`config.mk`:
```
export PLATFORM = sky130hd
export DESIGN_NAME = exc_entry_seq
export DESIGN_NICKNAME = d
export VERILOG_FILES = /design/src/rtl/exc_pkg.sv /design/src/rtl/exc_slot_tracker.sv /design/src/rtl/exc_target_calc.sv /design/src/rtl/exc_state_regs.sv /design/src/rtl/exc_entry_seq.sv
export SDC_FILE = /design/constraint.sdc
export NUM_CORES = 1
export LEC_CHECK = 0
export ABC_AREA = 1
export BUFFER_PORTS_ARGS = -buffer_cell sky130_fd_sc_hd__buf_2
export CAP_MARGIN = 10
export CELL_PAD_IN_SITES_DETAIL_PLACEMENT = 1
export CELL_PAD_IN_SITES_GLOBAL_PLACEMENT = 1
export CORE_UTILIZATION = 30
export DETAILED_ROUTE_END_ITERATION = 10
export GPL_ROUTABILITY_DRIVEN = 0
export PLACE_DENSITY_LB_ADDON = 0.05
export SLEW_MARGIN = 0
export SYNTH_ARGS = -nofsm -noshare
export SYNTH_HDL_FRONTEND = slang
export SYNTH_SLANG_ARGS = --single-unit
```
`constraint.sdc`:
```
create_clock -name clk -period 2.6 [get_ports clk]
set_input_delay 0 -clock clk [delete_from_list [all_inputs] [get_ports clk]]
set_output_delay 0 -clock clk [all_outputs]
set_load 0.02 [all_outputs]
```
`src/rtl/exc_pkg.sv`:
```
package exc_pkg;

    localparam int WORD_W  = 32;
    localparam int CAUSE_W = 12;

    typedef logic [WORD_W-1:0]  word_t;
    typedef logic [CAUSE_W-1:0] cause_t;

    typedef enum logic [1:0] {
        VEC_GENERAL = 2'd0,
        VEC_TLB     = 2'd1,
        VEC_IRQ     = 2'd2,
        VEC_RSVD    = 2'd3
    } vec_class_e;

    localparam cause_t TRAP_CAUSE = 12'h160;

    typedef struct packed {
        word_t  spc;
        word_t  ssr;
        word_t  sgr;
        word_t  tra;
        word_t  new_pc;
        word_t  next_pc;
        word_t  new_sr;
        cause_t expevt;
        logic   tra_wr;
    } entry_t;

    function automatic word_t vec_offset(vec_class_e c);
        case (c)
            VEC_TLB: vec_offset = 32'h0000_0400;
            VEC_IRQ: vec_offset = 32'h0000_0600;
            default: vec_offset = 32'h0000_0100;
        endcase
    endfunction

endpackage

```
`src/rtl/exc_slot_tracker.sv`:
```
module exc_slot_tracker (
    input  logic clk,
    input  logic rst,
    input  logic arm,
    input  logic retire,
    input  logic entry,
    output logic in_slot
);
    always_ff @(posedge clk) begin
        if (rst)         in_slot <= 1'b0;
        else if (entry)  in_slot <= 1'b0;
        else if (arm)    in_slot <= 1'b1;
        else if (retire) in_slot <= 1'b0;
    end
endmodule

```
`src/rtl/exc_target_calc.sv`:
```
module exc_target_calc
    import exc_pkg::*;
#(
    parameter int SR_MD_BIT  = 30,
    parameter int SR_RB_BIT  = 29,
    parameter int SR_BL_BIT  = 28,
    parameter int INSN_BYTES = 2,
    parameter int TRAP_SHIFT = 2
) (
    input  word_t      vbr,
    input  word_t      pc,
    input  word_t      sr,
    input  word_t      r15,
    input  vec_class_e cls,
    input  logic       is_trap,
    input  cause_t     cause,
    input  logic [7:0] trap_imm,
    input  logic       in_slot,
    output entry_t     ent
);
    localparam word_t STEP      = word_t'(INSN_BYTES);
    localparam word_t PRIV_MASK = (word_t'(1) << SR_MD_BIT) |
                                  (word_t'(1) << SR_RB_BIT) |
                                  (word_t'(1) << SR_BL_BIT);

    word_t      resume_pc;
    vec_class_e eff_cls;

    always_comb begin
        resume_pc   = is_trap ? pc + STEP : pc;
        eff_cls     = is_trap ? VEC_GENERAL : cls;
        ent.spc     = in_slot ? resume_pc - STEP : resume_pc;
        ent.ssr     = sr;
        ent.sgr     = r15;
        ent.tra     = word_t'(trap_imm) << TRAP_SHIFT;
        ent.tra_wr  = is_trap;
        ent.expevt  = is_trap ? TRAP_CAUSE : cause;
        ent.new_pc  = vbr + vec_offset(eff_cls);
        ent.next_pc = ent.new_pc + STEP;
        ent.new_sr  = sr | PRIV_MASK;
    end
endmodule

```
`src/rtl/exc_state_regs.sv`:
```
module exc_state_regs
    import exc_pkg::*;
(
    input  logic   clk,
    input  logic   rst,
    input  logic   load,
    input  entry_t ent,
    output entry_t q
);
    always_ff @(posedge clk) begin
        if (rst) begin
            q <= '0;
        end else if (load) begin
            q <= ent;
            if (!ent.tra_wr) q.tra <= q.tra;
        end
    end
endmodule

```
`src/rtl/exc_entry_seq.sv`:
```
module exc_entry_seq
    import exc_pkg::*;
#(
    parameter int SR_MD_BIT  = 30,
    parameter int SR_RB_BIT  = 29,
    parameter int SR_BL_BIT  = 28,
    parameter int INSN_BYTES = 2,
    parameter int TRAP_SHIFT = 2
) (
    input  logic        clk,
    input  logic        rst,
    input  logic        req_valid,
    input  logic [1:0]  req_class,
    input  logic [11:0] req_cause,
    input  logic        req_trap,
    input  logic [7:0]  trap_imm,
    input  logic [31:0] cur_pc,
    input  logic [31:0] cur_sr,
    input  logic [31:0] cur_r15,
    input  logic [31:0] vbr,
    input  logic        slot_arm,
    input  logic        slot_retire,
    output logic [31:0] saved_pc,
    output logic [31:0] saved_sr,
    output logic [31:0] saved_r15,
    output logic [11:0] cause_reg,
    output logic [31:0] trap_reg,
    output logic [31:0] handler_pc,
    output logic [31:0] fetch_pc,
    output logic [31:0] new_sr,
    output logic        entry_done,
    output logic        halted,
    output logic        in_slot
);
    logic   req_live;
    logic   vbr_zero;
    logic   accept;
    logic   halt_set;
    entry_t ent_d;
    entry_t ent_q;

    // A request counts only when the previous entry is not being signalled
    // and the block has not halted.
    assign req_live = req_valid && !entry_done && !halted;
    assign vbr_zero = (vbr == '0);
    assign accept   = req_live && !vbr_zero;
    assign halt_set = req_live && vbr_zero;

    always_ff @(posedge clk) begin
        if (rst) begin
            entry_done <= 1'b0;
            halted     <= 1'b0;
        end else begin
            entry_done <= accept;
            if (halt_set) halted <= 1'b1;
        end
    end

    exc_slot_tracker u_slot (
        .clk     (clk),
        .rst     (rst),
        .arm     (slot_arm),
        .retire  (slot_retire),
        .entry   (accept),
        .in_slot (in_slot)
    );

    exc_target_calc #(
        .SR_MD_BIT  (SR_MD_BIT),
        .SR_RB_BIT  (SR_RB_BIT),
        .SR_BL_BIT  (SR_BL_BIT),
        .INSN_BYTES (INSN_BYTES),
        .TRAP_SHIFT (TRAP_SHIFT)
    ) u_calc (
        .vbr      (vbr),
        .pc       (cur_pc),
        .sr       (cur_sr),
        .r15      (cur_r15),
        .cls      (vec_class_e'(req_class)),
        .is_trap  (req_trap),
        .cause    (req_cause),
        .trap_imm (trap_imm),
        .in_slot  (in_slot),
        .ent      (ent_d)
    );

    exc_state_regs u_regs (
        .clk  (clk),
        .rst  (rst),
        .load (accept),
        .ent  (ent_d),
        .q    (ent_q)
    );

    assign saved_pc   = ent_q.spc;
    assign saved_sr   = ent_q.ssr;
    assign saved_r15  = ent_q.sgr;
    assign cause_reg  = ent_q.expevt;
    assign trap_reg   = ent_q.tra;
    assign handler_pc = ent_q.new_pc;
    assign fetch_pc   = ent_q.next_pc;
    assign new_sr     = ent_q.new_sr;
endmodule

```
# == Word level (Yosys, flattened, before mapping) ==
# Index checks and enable logic that the tools add are counted.
# word_totals
ff_bits,215
out_inout_bits,239
# op_classes
n_reduce_logical,11
n_addsub,4
n_eq_ne,2
n_mux,7
# op_table
cell,count
$add 32x2->32 const B,2
$mux 32,2
$add 32x11->32,1
$logic_not 32->1,1
$sub 32x2->32 const B,1
$pmux 11 s2,1
$mux 12,1
$logic_and 1x1->1,4
$logic_not 1->1,3
$eq 2x1->1 const B,1
$eq 2x2->1 const B,1
$mux 1,2
$mux 2,1
$reduce_and 2->1,1
$reduce_bool 2->1,1
$reduce_or 2->1,1

# == Depth between registers and ports, before layout ==
# Gate-level depths: netlist (run 1).
# logic_depth
ltp_word,5
ltp_mapped,20
depth_no_buf,19

# == Modules after synthesis ==
# Synthesis (run 1) repeated with hierarchy kept, for this count alone.
# unflattened
cells_unflattened,2103
area_unflattened_um2,13586.8
# by_module_without_submodules
mod,cells_each,seq_area_each_um2,instances,area_each_um2
exc_state_regs,1092,4744.6,1,8410.6
exc_target_calc,962,0.0,1,4929.7
exc_entry_seq,41,40.0,1,195.2
exc_slot_tracker,8,20.0,1,51.3

# == Worst setup path after synthesis (run 1) ==
# OpenSTA, ideal clock, no wires.
# synth_timing
path_kind,input-to-reg
start,input req_trap
end,register u_regs.q[74] (netlist name)
setup_time_ps,113
setup_slack_ps,-79
path_buffers,2
required_ps,2487
arrival_time_ps,2566
cell_stages,15
path_cell_list,buf_6 > clkbuf_1 > nor2_1 > ha_1 > ha_1 > fa_1 > nand3_1 > nor2_1 > nand3_1 > nor2_2 > nand3_1 > nor2_4 > nand4_1 > nand3_1 > nand2_1
# synth_rtl
item,line,text
"start, declared",exc_entry_seq.sv:15,"input logic req_trap,"
"end signal, assigned",exc_state_regs.sv:14,q <= ent;
"end, declared",exc_state_regs.sv:8,output entry_t q

# == Worst setup path after layout (run 1) ==
# layout_timing
start,input req_trap
end,register u_regs.q[76] (netlist name)
# layout_via
elab_chain_len,5
word_cells_on_any_way,6
# layout_rtl
item,line,text
$mux 2 *,exc_target_calc.sv:31,eff_cls = is_trap ? VEC_GENERAL : cls;
$eq 2x2->1 / $eq 2x1->1 (equally long branches),exc_pkg.sv:31,case (c)
$pmux 11 s2 *,exc_pkg.sv:31,
$add 32x11->32 *,exc_target_calc.sv:38,ent.new_pc = vbr + vec_offset(eff_cls);
$add 32x2->32 *,exc_target_calc.sv:39,ent.next_pc = ent.new_pc + STEP;
# Every way passes the cells marked *; elsewhere a longest branch is shown, timed or not.
# A chain may end at the register's enable or synchronous reset.

==> flow_summary_export.csv, run 1 <==
group,metric,value,unit
floorplanning,die_height,183,µm
floorplanning,die_w,183,µm
setup_path,crit_reg_reg_endpoint,"u_regs.q[115]",
clock_network,cts.sink_count,183,
clock_network,cts-root-buf,"clkbuf_16",
placement,hpwl,32400,µm
global_routing,vias_in_the_first_global_route,11251,
global_routing,grt_pass1_wl,63200,µm
setup_path,rr_startpoint,"entry_done",
setup_path,start_kind,"primary input",
floorplanning,pin_count,395,
clock_network,cts.path.max_buffers,2,
floorplanning,fp.dieArea,33400,µm²
flow_run,cap_violations,0,
timing,final_hold_vio_count,0,
synth,synth.ff_latch_count,183,
synth,synth_enable_flop_cells,0,
floorplanning,initial_core_util,0.308,
synth,synth_mux_area_frac,0,
synth,synth_largest_type_area_fraction,0.374,
synth,dominant_register_cell_in_the_synthesized_netlist,"dfxtp_1",
finish,final_nets,2045,
timing,count_of_pins_over_their_slew_limit,0,
timing,grt_setup_unrepaired,"false",
synth,synth_compound_area_frac,0.135,
timing,timing.final.crit_share,0.907,
route,antenna_left,0,
clock_network,cts_max_level,4,
setup_path,cp-startpoint,"req_trap",
synth,ranking_of_synthesized_cells_by_instance_count,"374 x nand2_1, 183 x dfxtp_1, 126 x inv_1",
floorplanning,placement_rows,65,
timing,period_needed,2.36,ns
clock_network,clock_tree_from_tritoncts,"yes",
synth,synthDominantAreaCellType,"dfxtp_1",
synth,synth_cells,1383,
pwr,vdd_drop_max,477,µV
setup_path,timing.critical_path.to_type,"flip-flop",
route,drt_pass1_iterations,4,
route,dr.first_iter.drc_count,469,
route,avgRoutedWirePerCell,17.8,µm
timing,fmax,424,MHz
route,route.detailed.vias_per_inst,4.73,
timing,setup_ws,0.241,ns
global_routing,grt.overflow.total,0,
setup_path,crit_type,"in -> reg",
finish,drive_gt1_frac,0.301,
clock_network,clk_pin_slew_worst_paths,0.08,ns
synth,synth_fa_ha_area_frac,0.0110,
pwr,power_leakage,7.08,nW
setup_path,critical_path_peak_fanout,6,
pwr,power-per-cell-area,537,nW/µm²
timing,setup_viol,0,
synth,yosysUniqueCellTypes,46,
route,drc_errors,0,
clock_network,cts_buf_count,17,
setup_path,logic_depth_of_the_worst_register_to_register_path,10,
timing,fin_hold_ws,0.0300,ns
synth,synth_top_cells_by_area,"dfxtp_1 37%, nand2_1 14%, a22o_1 6.8%",
setup_path,critical_path_arrival,2.75,ns
timing,skew,0.0117,ns
placement,detailedPlace.worstSlack,-0.284,ns
timing,relSlewSlack,0.614,
floorplanning,core_area,31900,µm²
synth,synth.most_common_cell,"nand2_1",
clock_network,post_cts_buffers,0,
placement,post-place-cells,2191,
timing,max_slew.worst_pin.slew,0.575,ns
finish,final_cell_count_no_fill,2330,
hold_path,hold_class,"in -> reg",
status,status,"finished clean",
synth,synth_warnings,0,
clock_network,clk_latency,0.44,ns
synth,syn_area,9810,µm²
route,wirelength,41600,µm
setup_path,timing.reg2reg.setup_slack,0.64,ns
global_routing,antenna_found_initial,3,
finish,area_delta_synth_final,43.3,%
setup_path,setup.worst_path.end,"u_regs.q[76]",
setup_path,cp_data_required_time,2.99,ns
synth,main_combinational_cell_family_by_area_after_synthesis,"simple AND/OR/NAND/NOR gates",
synth,async_flop_share,0,
global_routing,grt_max_degree,95,
synth,post_synthesis_xor_xnor_area_fraction,0.0246,
synth,synth-seq-area-share,0.374,
synth,post_synth_and_or_nand_nor_area_fraction,0.339,
synth,syn-mean-instance-area,7.09,µm²
route,detailroute.via_count,11026,
placement,numPortBuffers,370,
global_routing,grt_use_total,0.247,
state kept, by name, summed over array words and instances (netlist names):
register        flops
u_regs.q          180
halted              1
u_slot.in_slot      1
entry_done          1
cell type report:
class | count | area [µm²]
multi-input combinational | 984 | 5120
timing repair buffer | 555 | 3580
tap | 435 | 544
inverter | 140 | 526
antenna | 1 | 2.50
fill | 4118 | 17800
clock buffer | 18 | 429
clock inverter | 14 | 190
sequential | 183 | 3660
cell usage in the layout (no fill, tap or decap), types with 5 or more instances in the layout:
| master | Yosys | final |
|---|---|---|
| a22o_1 | 76 | 76 |
| buf_12 | 0 | 6 |
| conb_1 | 1 | 24 |
| inv_2 | 13 | 13 |
| nand3_1 | 114 | 113 |
| nor3_1 | 22 | 22 |
| dfxtp_1 | 183 | 183 |
| inv_1 | 126 | 126 |
| dlygate4sd3_1 | 0 | 105 |
| nand2_1 | 374 | 373 |
| nor2_2 | 21 | 23 |
| nand2_2 | 22 | 23 |
| o21ai_1 | 11 | 11 |
| clkbuf_16 | 0 | 17 |
| nor2_4 | 12 | 14 |
| buf_4 | 56 | 74 |
| buf_2 | 14 | 370 |
| xnor2_1 | 5 | 5 |
| nand3b_1 | 8 | 8 |
| xor2_1 | 17 | 17 |
| ha_1 | 7 | 7 |
| a21oi_1 | 18 | 18 |
| o21ai_0 | 64 | 64 |
| a32o_1 | 10 | 10 |
| nand4_1 | 31 | 31 |
| nor2_1 | 117 | 114 |
stage by stage:
step	total power [mW]	setup TNS, ns	area (µm²)	util
finish	7.54	0	14100	0.441
global route	7.89	0	14100	0.441
CTS	7.62	0	14000	0.440
detailed placement	4.70	-2.63	12400	0.388
global placement	4.68	-0.824	12400	0.388
floorplan	4.05	0	9900	-
report_power, final:
part | switching (mW) | internal, mW | total [mW]
Sequential | 0.112 | 2.98 | 3.10
Clock | 1.22 | 1.55 | 2.77
Combinational | 1.05 | 0.630 | 1.68
worst min-delay path by stage:
stage                   endpoint  cells after the start    startpoint  slack [ns]
detailed placement  u_regs.q[13]                      2     cur_sr[0]        0.23
CTS                 u_regs.q[67]                      4       vbr[22]        0.01
floorplan           u_regs.q[45]                      2        vbr[0]        0.11
global placement     u_regs.q[9]                      3  req_cause[8]        0.22
finish              u_regs.q[67]                      4       vbr[22]        0.03
global route        u_regs.q[67]                      4       vbr[22]        0.04
cells by family after synthesis:
logic type | count (synthesis)
compound gates | 191
xor+xnor | 25
fa+ha+maj | 8
buf+inv | 240
flops | 183
other cells | 1
simple gates | 735
critical path, stage by stage:
cell	delay (ns)
buf_2	0.15
inv_2	0.07
nand2_1	0.05
ha_1	0.31
ha_1	0.22
fa_1	0.41
nand3_1	0.13
nand2_1	0.09
buf_4	0.16
nand3_1	0.11
nor2_2	0.07
xor2_1	0.24
nand2_1	0.14
nor2_2	0.25
nand3_1	0.13
nand2_1	0.08
nand3_1	0.06
nand2_1	0.07
routing by layer:
layer	GRT usage	routed length (µm)	vias up
li1	-	-	5447
met1	0.293	17600	5254
met2	0.445	21100	264
met3	0.0457	1800	57
met4	0.0843	1060	4
met5	0	30	-
what timing repair did:
item | in CTS | in global routing
endpoints found under the hold margin | 98 | 0
gates resized for setup | 0 | 3
setup endpoints to repair | 0 | 9
hold buffers | 105 | 0
Power figures use the tool's default switching activity.
==> inputs of run 2 (changes only) <==
--- a/config.mk
+++ b/config.mk
@@ -5,12 +5,11 @@
 export SDC_FILE = /design/constraint.sdc
 export NUM_CORES = 1
 export LEC_CHECK = 0
-export ABC_AREA = 1
 export BUFFER_PORTS_ARGS = -buffer_cell sky130_fd_sc_hd__buf_2
 export CAP_MARGIN = 10
 export CELL_PAD_IN_SITES_DETAIL_PLACEMENT = 1
 export CELL_PAD_IN_SITES_GLOBAL_PLACEMENT = 1
-export CORE_UTILIZATION = 30
+export CORE_UTILIZATION = 31
 export DETAILED_ROUTE_END_ITERATION = 10
 export GPL_ROUTABILITY_DRIVEN = 0
 export PLACE_DENSITY_LB_ADDON = 0.05
==> constraint.sdc (replaced) <==
create_clock -name clk -period 2.15 [get_ports clk]
set_input_delay 0 -clock clk [delete_from_list [all_inputs] [get_ports clk]]
set_output_delay 0 -clock clk [all_outputs]
set_load 0.02 [all_outputs]
==> run 2 against run 1 <==
Against the previous run:
- the flow now finishes with violations (setup timing)
- core utilization is 5.8 points higher
- power is 29% higher
- sequential power is 20% higher
- cell area is 12% higher
- die area is 1.6% lower
- sequential share of layout area is 2.8 points lower
- cell count is 0.73% lower
- non-clock buffer count is 156 higher
- count of clock-buffer cells in the layout is 2 higher
- clock skew is 0.0014 ns lower
- combinational power is 46% higher
- global-route usage is 0.29 points higher
==> flow_summary_export.csv, run 2 <==
group,metric,value,unit
synth,synthDominantAreaCellType,"dfxtp_1",
synth,synth_largest_type_area_fraction,0.368,
synth,async_flop_share,0,
synth,syn-mean-instance-area,7.70,µm²
pwr,vdd_drop_max,530,µV
synth,synth_top_cells_by_area,"dfxtp_1 37%, nand2_1 9.8%, a21oi_1 6.5%",
floorplanning,core_area,31600,µm²
floorplanning,pin_count,395,
route,drt_pass1_iterations,5,
route,route.detailed.vias_per_inst,4.99,
finish,most-common-layout-cells,"368 x buf_2, 257 x nand2_1, 217 x buf_4",
route,avgRoutedWirePerCell,18.6,µm
timing,count_of_pins_over_their_slew_limit,0,
timing,fmax,407,MHz
global_routing,grt.overflow.total,0,
finish,final_nets,2062,
global_routing,grt_max_degree,113,
setup_path,rr_startpoint,"entry_done",
synth,dominant_register_cell_in_the_synthesized_netlist,"dfxtp_1",
status,status,"finished with violations",
synth,synth_cells,1295,
placement,numPortBuffers,370,
synth,syn_area,9970,µm²
route,drc_errors,0,
finish,num_antenna_cells,0,
hold_path,hold_path_depth,5,
setup_path,start_kind,"primary input",
hold_path,hold_path_end,"halted",
clock_network,cts.path.max_buffers,2,
global_routing,grt_use_total,0.250,
timing,timing.final.crit_share,1.14,
setup_path,timing.reg2reg.setup_slack,0.03,ns
clock_network,clk_pin_slew_worst_paths,0.07,ns
setup_path,critical_path_arrival,2.79,ns
synth,synth-seq-area-share,0.368,
floorplanning,die_height,181,µm
synth,synth_warnings,0,
clock_network,clock_tree_from_tritoncts,"yes",
global_routing,vias_in_the_first_global_route,11784,
timing,final_hold_vio_count,0,
global_routing,antenna_found_initial,0,
hold_path,hp-start,"req_valid",
timing,relSlewSlack,0.551,
hold_path,hold_class,"in -> reg",
finish,area_delta_synth_final,57.8,%
route,detailroute.via_count,11532,
setup_path,timing.critical_path.to_type,"flip-flop",
setup_path,logic_depth_of_the_worst_register_to_register_path,6,
clock_network,cts_buf_count,17,
timing,fin_hold_ws,0.00181,ns
flow_run,cap_violations,0,
synth,yosysUniqueCellTypes,72,
synth,synth_enable_flop_cells,0,
status,failed_checks,"setup timing",
pwr,power_leakage,7.09,nW
timing,max_slew.worst_pin.slew,0.673,ns
finish,largest-register,"u_regs.q",
timing,setup_viol,26,
synth,synth.most_common_cell,"nand2_1",
floorplanning,initial_core_util,0.316,
placement,hpwl,30700,µm
finish,most_common_cell_after_layout_fill_and_taps_aside,"buf_2",
placement,place_area,13500,µm²
finish,final_design_area_no_fill,15700,µm²
timing,period_needed,2.46,ns
pwr,power-per-cell-area,619,nW/µm²
clock_network,cts_max_level,4,
floorplanning,fp.dieArea,32900,µm²
setup_path,crit_type,"in -> reg",
route,antenna_left,0,
clock_network,cts.sink_count,183,
timing,fin_tns_setup,-3.50,ns
finish,largest_register_ff_count,180,
route,wirelength,42900,µm
setup_path,critical_path_peak_fanout,5,
timing,setup_ws,-0.305,ns
finish,drive_gt1_frac,0.377,
setup_path,cp_data_required_time,2.49,ns
timing,skew,0.0103,ns
synth,synth.ff_latch_count,183,
setup_path,crit_reg_reg_endpoint,"u_regs.q[3]",
clock_network,cts-root-buf,"clkbuf_16",
synth,ranking_of_synthesized_cells_by_instance_count,"261 x nand2_1, 183 x dfxtp_1, 129 x a21oi_1",
route,dr.first_iter.drc_count,422,
timing,grt_setup_unrepaired,"true",
floorplanning,placement_rows,65,
clock_network,clk_latency,0.46,ns
floorplanning,die_w,181,µm
global_routing,grt_pass1_wl,64800,µm
## run 2: cells by family (layout without fill, tap and decap cells)
logic type      Yosys count  count (layout)  synth area share
simple gates            599             599             0.299
other cells               1              24          0.000376
compound gates          249             249             0.155
flops                   183             183             0.368
mux                       9               9           0.00904
buf+inv                 163             756            0.0855
fa+ha+maj                 8               8            0.0108
xor+xnor                 83              83            0.0729
## run 2: how the worst max path moves through the flow
stage | start | endpoint | slack [ns] | depth (start not counted)
after floorplan | req_trap | u_regs.q[68] | -1.08 | 15
after global placement | req_trap | u_regs.q[68] | -0.89 | 13
after detailed placement | req_trap | u_regs.q[69] | -0.98 | 14
after CTS | req_trap | u_regs.q[68] | -0.27 | 13
after global routing | req_trap | u_regs.q[68] | -0.44 | 13
final | req_trap | u_regs.q[68] | -0.31 | 13
## run 2: layout make-up
cell class / count / area (µm²)
clock buffer: 20 / 467
inverter: 13 / 48.8
timing repair buffer: 711 / 4860
tap: 402 / 503
clock inverter: 12 / 185
multi-input combinational: 972 / 6000
sequential: 183 / 3660
fill: 3922 / 15800
## run 2: per-layer routing
metal / global-route usage / wire [µm]
met3: 0.0532 / 2150
met2: 0.449 / 21700
met1: 0.287 / 17800
met4: 0.0976 / 1290
met5: 0 / 0
## run 2: through the flow
step | power [mW] | setup WS, ns | std cells | util
floorplan | 5.06 | -1.08 | 1318 | -
global placement | 5.95 | -0.886 | 2152 | 0.427
detailed placement | 5.98 | -0.983 | 2152 | 0.427
CTS | 9.74 | -0.270 | 2300 | 0.489
global route | 10.2 | -0.442 | 2313 | 0.499
finish | 9.74 | -0.305 | 2313 | 0.499
## run 2: worst max-delay path: stages
cell and delay (ns):
buf_12 0.11, nand2b_4 0.14, ha_4 0.27, ha_4 0.13, fa_2 0.25, nand3b_1 0.18
or2_2 0.37, o22ai_4 0.23, o2111ai_2 0.17, or2_4 0.28, or4_4 0.42, xnor2_1 0.16
o21ai_1 0.07
## run 2: timing repair
item | CTS | global route
endpoints found under the hold margin | 112 | 0
cloned | 0 | 3
hold buffers | 107 | 0
endpoints found under the setup margin | 37 | 46
pin swaps | 26 | 28
resized for setup | 39 | 29
setup buffers | 10 | 11
## run 2: report_power, final
group | switching, mW | internal (mW) | total (mW)
logic | 1.43 | 1.04 | 2.46
clock network | 1.49 | 2.06 | 3.55
registers | 0.121 | 3.61 | 3.73
total | 3.04 | 6.70 | 9.74
==> inputs of run 3 (changes only) <==
--- a/config.mk
+++ b/config.mk
@@ -5,11 +5,12 @@
 export SDC_FILE = /design/constraint.sdc
 export NUM_CORES = 1
 export LEC_CHECK = 0
+export ABC_AREA = 1
 export BUFFER_PORTS_ARGS = -buffer_cell sky130_fd_sc_hd__buf_2
 export CAP_MARGIN = 10
 export CELL_PAD_IN_SITES_DETAIL_PLACEMENT = 1
 export CELL_PAD_IN_SITES_GLOBAL_PLACEMENT = 1
-export CORE_UTILIZATION = 31
+export CORE_UTILIZATION = 30
 export DETAILED_ROUTE_END_ITERATION = 10
 export GPL_ROUTABILITY_DRIVEN = 0
 export PLACE_DENSITY_LB_ADDON = 0.05
==> run 3 against run 2 <==
Against the previous run:
- the run now ends clean
- routed wire length is 1.8% higher
- maximum frequency is 17% higher
- critical path type unchanged
- die area is 1.7% higher
- core utilization is 2.2 points lower
- critical path depth is 4 higher
- sequential power hardly changed
- global-route usage is 0.22 points higher
- clock skew is 0.0019 ns lower
- highest routed layer is now met5
- clock power is 11% lower
==> flow_summary_export.csv, run 3 (synthesis results as in run 1) <==
group,metric,value,unit
flow_run,cap_violations,0,
route,drc_errors,0,
route,route.detailed.vias_per_inst,4.73,
placement,hpwl,32600,µm
route,dr.first_iter.drc_count,505,
clock_network,cts.path.max_buffers,2,
global_routing,antenna_found_initial,4,
route,detailroute.via_count,11494,
pwr,power_leakage,7.62,nW
timing,period_needed,2.10,ns
route,avgRoutedWirePerCell,18.0,µm
floorplanning,core_area,31900,µm²
global_routing,grt_use_total,0.252,
timing,fmax,476,MHz
clock_network,clk_pin_slew_worst_paths,0.08,ns
finish,drive_gt1_frac,0.366,
route,drt_pass1_iterations,5,
global_routing,grt_max_degree,85,
hold_path,hold_class,"in -> reg",
global_routing,grt_pass1_wl,64800,µm
clock_network,clk_latency,0.44,ns
status,status,"finished clean",
floorplanning,die_w,183,µm
setup_path,critical_path.slowest_cell,"fa_2",
global_routing,vias_in_the_first_global_route,11580,
floorplanning,fp.dieArea,33400,µm²
timing,setup_ws,0.0491,ns
timing,final_hold_vio_count,0,
setup_path,timing.reg2reg.setup_slack,0.19,ns
floorplanning,pin_count,395,
finish,most_common_cell_after_layout_fill_and_taps_aside,"buf_2",
floorplanning,die_height,183,µm
timing,relSlewSlack,0.593,
timing,fin_hold_ws,0.0261,ns
timing,count_of_pins_over_their_slew_limit,0,
finish,largest-register,"u_regs.q",
clock_network,cts_buf_count,17,
timing,skew,0.00839,ns
setup_path,start_kind,"primary input",
placement,numPortBuffers,370,
timing,setup_viol,0,
finish,area_delta_synth_final,54.9,%
finish,final_nets,2143,
setup_path,crit_type,"in -> reg",
finish,largest_register_ff_count,180,
finish,most-common-layout-cells,"369 x buf_2, 350 x nand2_1, 183 x dfxtp_1",
setup_path,critical_path_arrival,2.44,ns
global_routing,grt.overflow.total,0,
setup_path,critical_path_peak_fanout,5,
clock_network,cts.sink_count,183,
clock_network,cts-root-buf,"clkbuf_16",
placement,detailedPlace.worstSlack,-0.631,ns
setup_path,critical-path-top-cell-by-count,"nor2_4",
floorplanning,initial_core_util,0.308,
route,antenna_left,0,
setup_path,slowest_delay,0.42,ns
timing,timing.final.crit_share,0.977,
timing,max_slew.worst_pin.slew,0.611,ns
finish,postLayoutCoreUtil,0.477,
route,wirelength,43700,µm
pwr,vdd_drop_max,541,µV
clock_network,cts_max_level,4,
setup_path,cp_data_required_time,2.49,ns
setup_path,timing.critical_path.cells,"buf_6 > inv_4 > nand2_4 > ha_4 > ha_4 > fa_2 > nand2_4 > buf_12 > nand3_4 > nor2_4 > nand3_2 > nor2_4 > nand3_4 > nor2_4 > nand4_1 > nand3_1 > nand2_1",
setup_path,timing.critical_path.to_type,"flip-flop",
floorplanning,placement_rows,65,
pwr,power-per-cell-area,605,nW/µm²
clock_network,clock_tree_from_tritoncts,"yes",
==> run 3: cell count changes in the layout (fill, tap and decap cells not counted), sizes merged, moves of 53 or more <==
cell,delta
nand2,+137
o21ai,+53
buf,-60
a22o,+76
nand3,+66
inv,+127
a21oi,-110
nor2,+71
==> run 3: layout make-up <==
class                   instances  area [µm²]
diodes                          3        7.51
clock buffers                  19         453
clock inverters                13         133
fillers                      4098       16700
inverters                     140         529
multi-input cells             984        5510
flip-flops and latches        183        3660
well taps                     435         544
repair buffers                653        4350
==> run 3: worst paths after layout <==
| path | startpoint | cells after the start | to |
|---|---|---|---|
| worst min-delay path | cur_pc[30] | 6 | u_regs.q[235] |
| worst min register to register | u_regs.q[7] | 2 | u_regs.q[7] |
| worst max register to register | entry_done | 9 | u_slot.in_slot |
| worst max-delay path | req_trap | 17 | u_regs.q[76] |
==> run 3: stage by stage <==
stage	TNS [ns]	power [mW]	cells	area (µm²)
4_1_cts	-0.00858	9.18	2413	14800
3_5_place_dp	-13.78	5.81	2266	13000
2_1_floorplan	-3.45	4.93	1406	10000
6_report	0	9.19	2430	15200
5_1_grt	-0.0981	9.60	2427	15200
3_3_place_gp	-9.44	5.78	2266	13000
==> run 3: what timing repair did <==
| action | 4_1_cts | 5_1_grt |
|---|---|---|
| pin swaps | 9 | 28 |
| resized for setup | 23 | 55 |
| gates cloned | 1 | 2 |
| hold endpoints to repair | 104 | 0 |
| setup endpoints to repair | 12 | 27 |
| setup buffers | 3 | 12 |
| hold buffers | 111 | 0 |
==> run 3: critical path, delay by kind of cell <==
kind                     cells  cell delay, ns
buffers and inverters        3            0.28
adder cells (fa/ha/maj)      3            0.83
AND/OR/NAND/NOR             11            1.32
==> run 3: per-layer routing <==
layer / wire, µm / share of wire / GRT usage / vias up
li1: - / - / - / 5651
met1: 18300 / 0.42 / 0.292 / 5530
met2: 22600 / 0.52 / 0.464 / 260
met3: 1830 / 0.042 / 0.0475 / 51
met4: 1050 / 0.024 / 0.0817 / 2
met5: 13 / 0.00030 / 0 / -
==> run 3: where the power goes <==
part	switching (mW)	internal, mW
clock	1.56	1.60
combinational	1.36	0.916
sequential	0.139	3.61
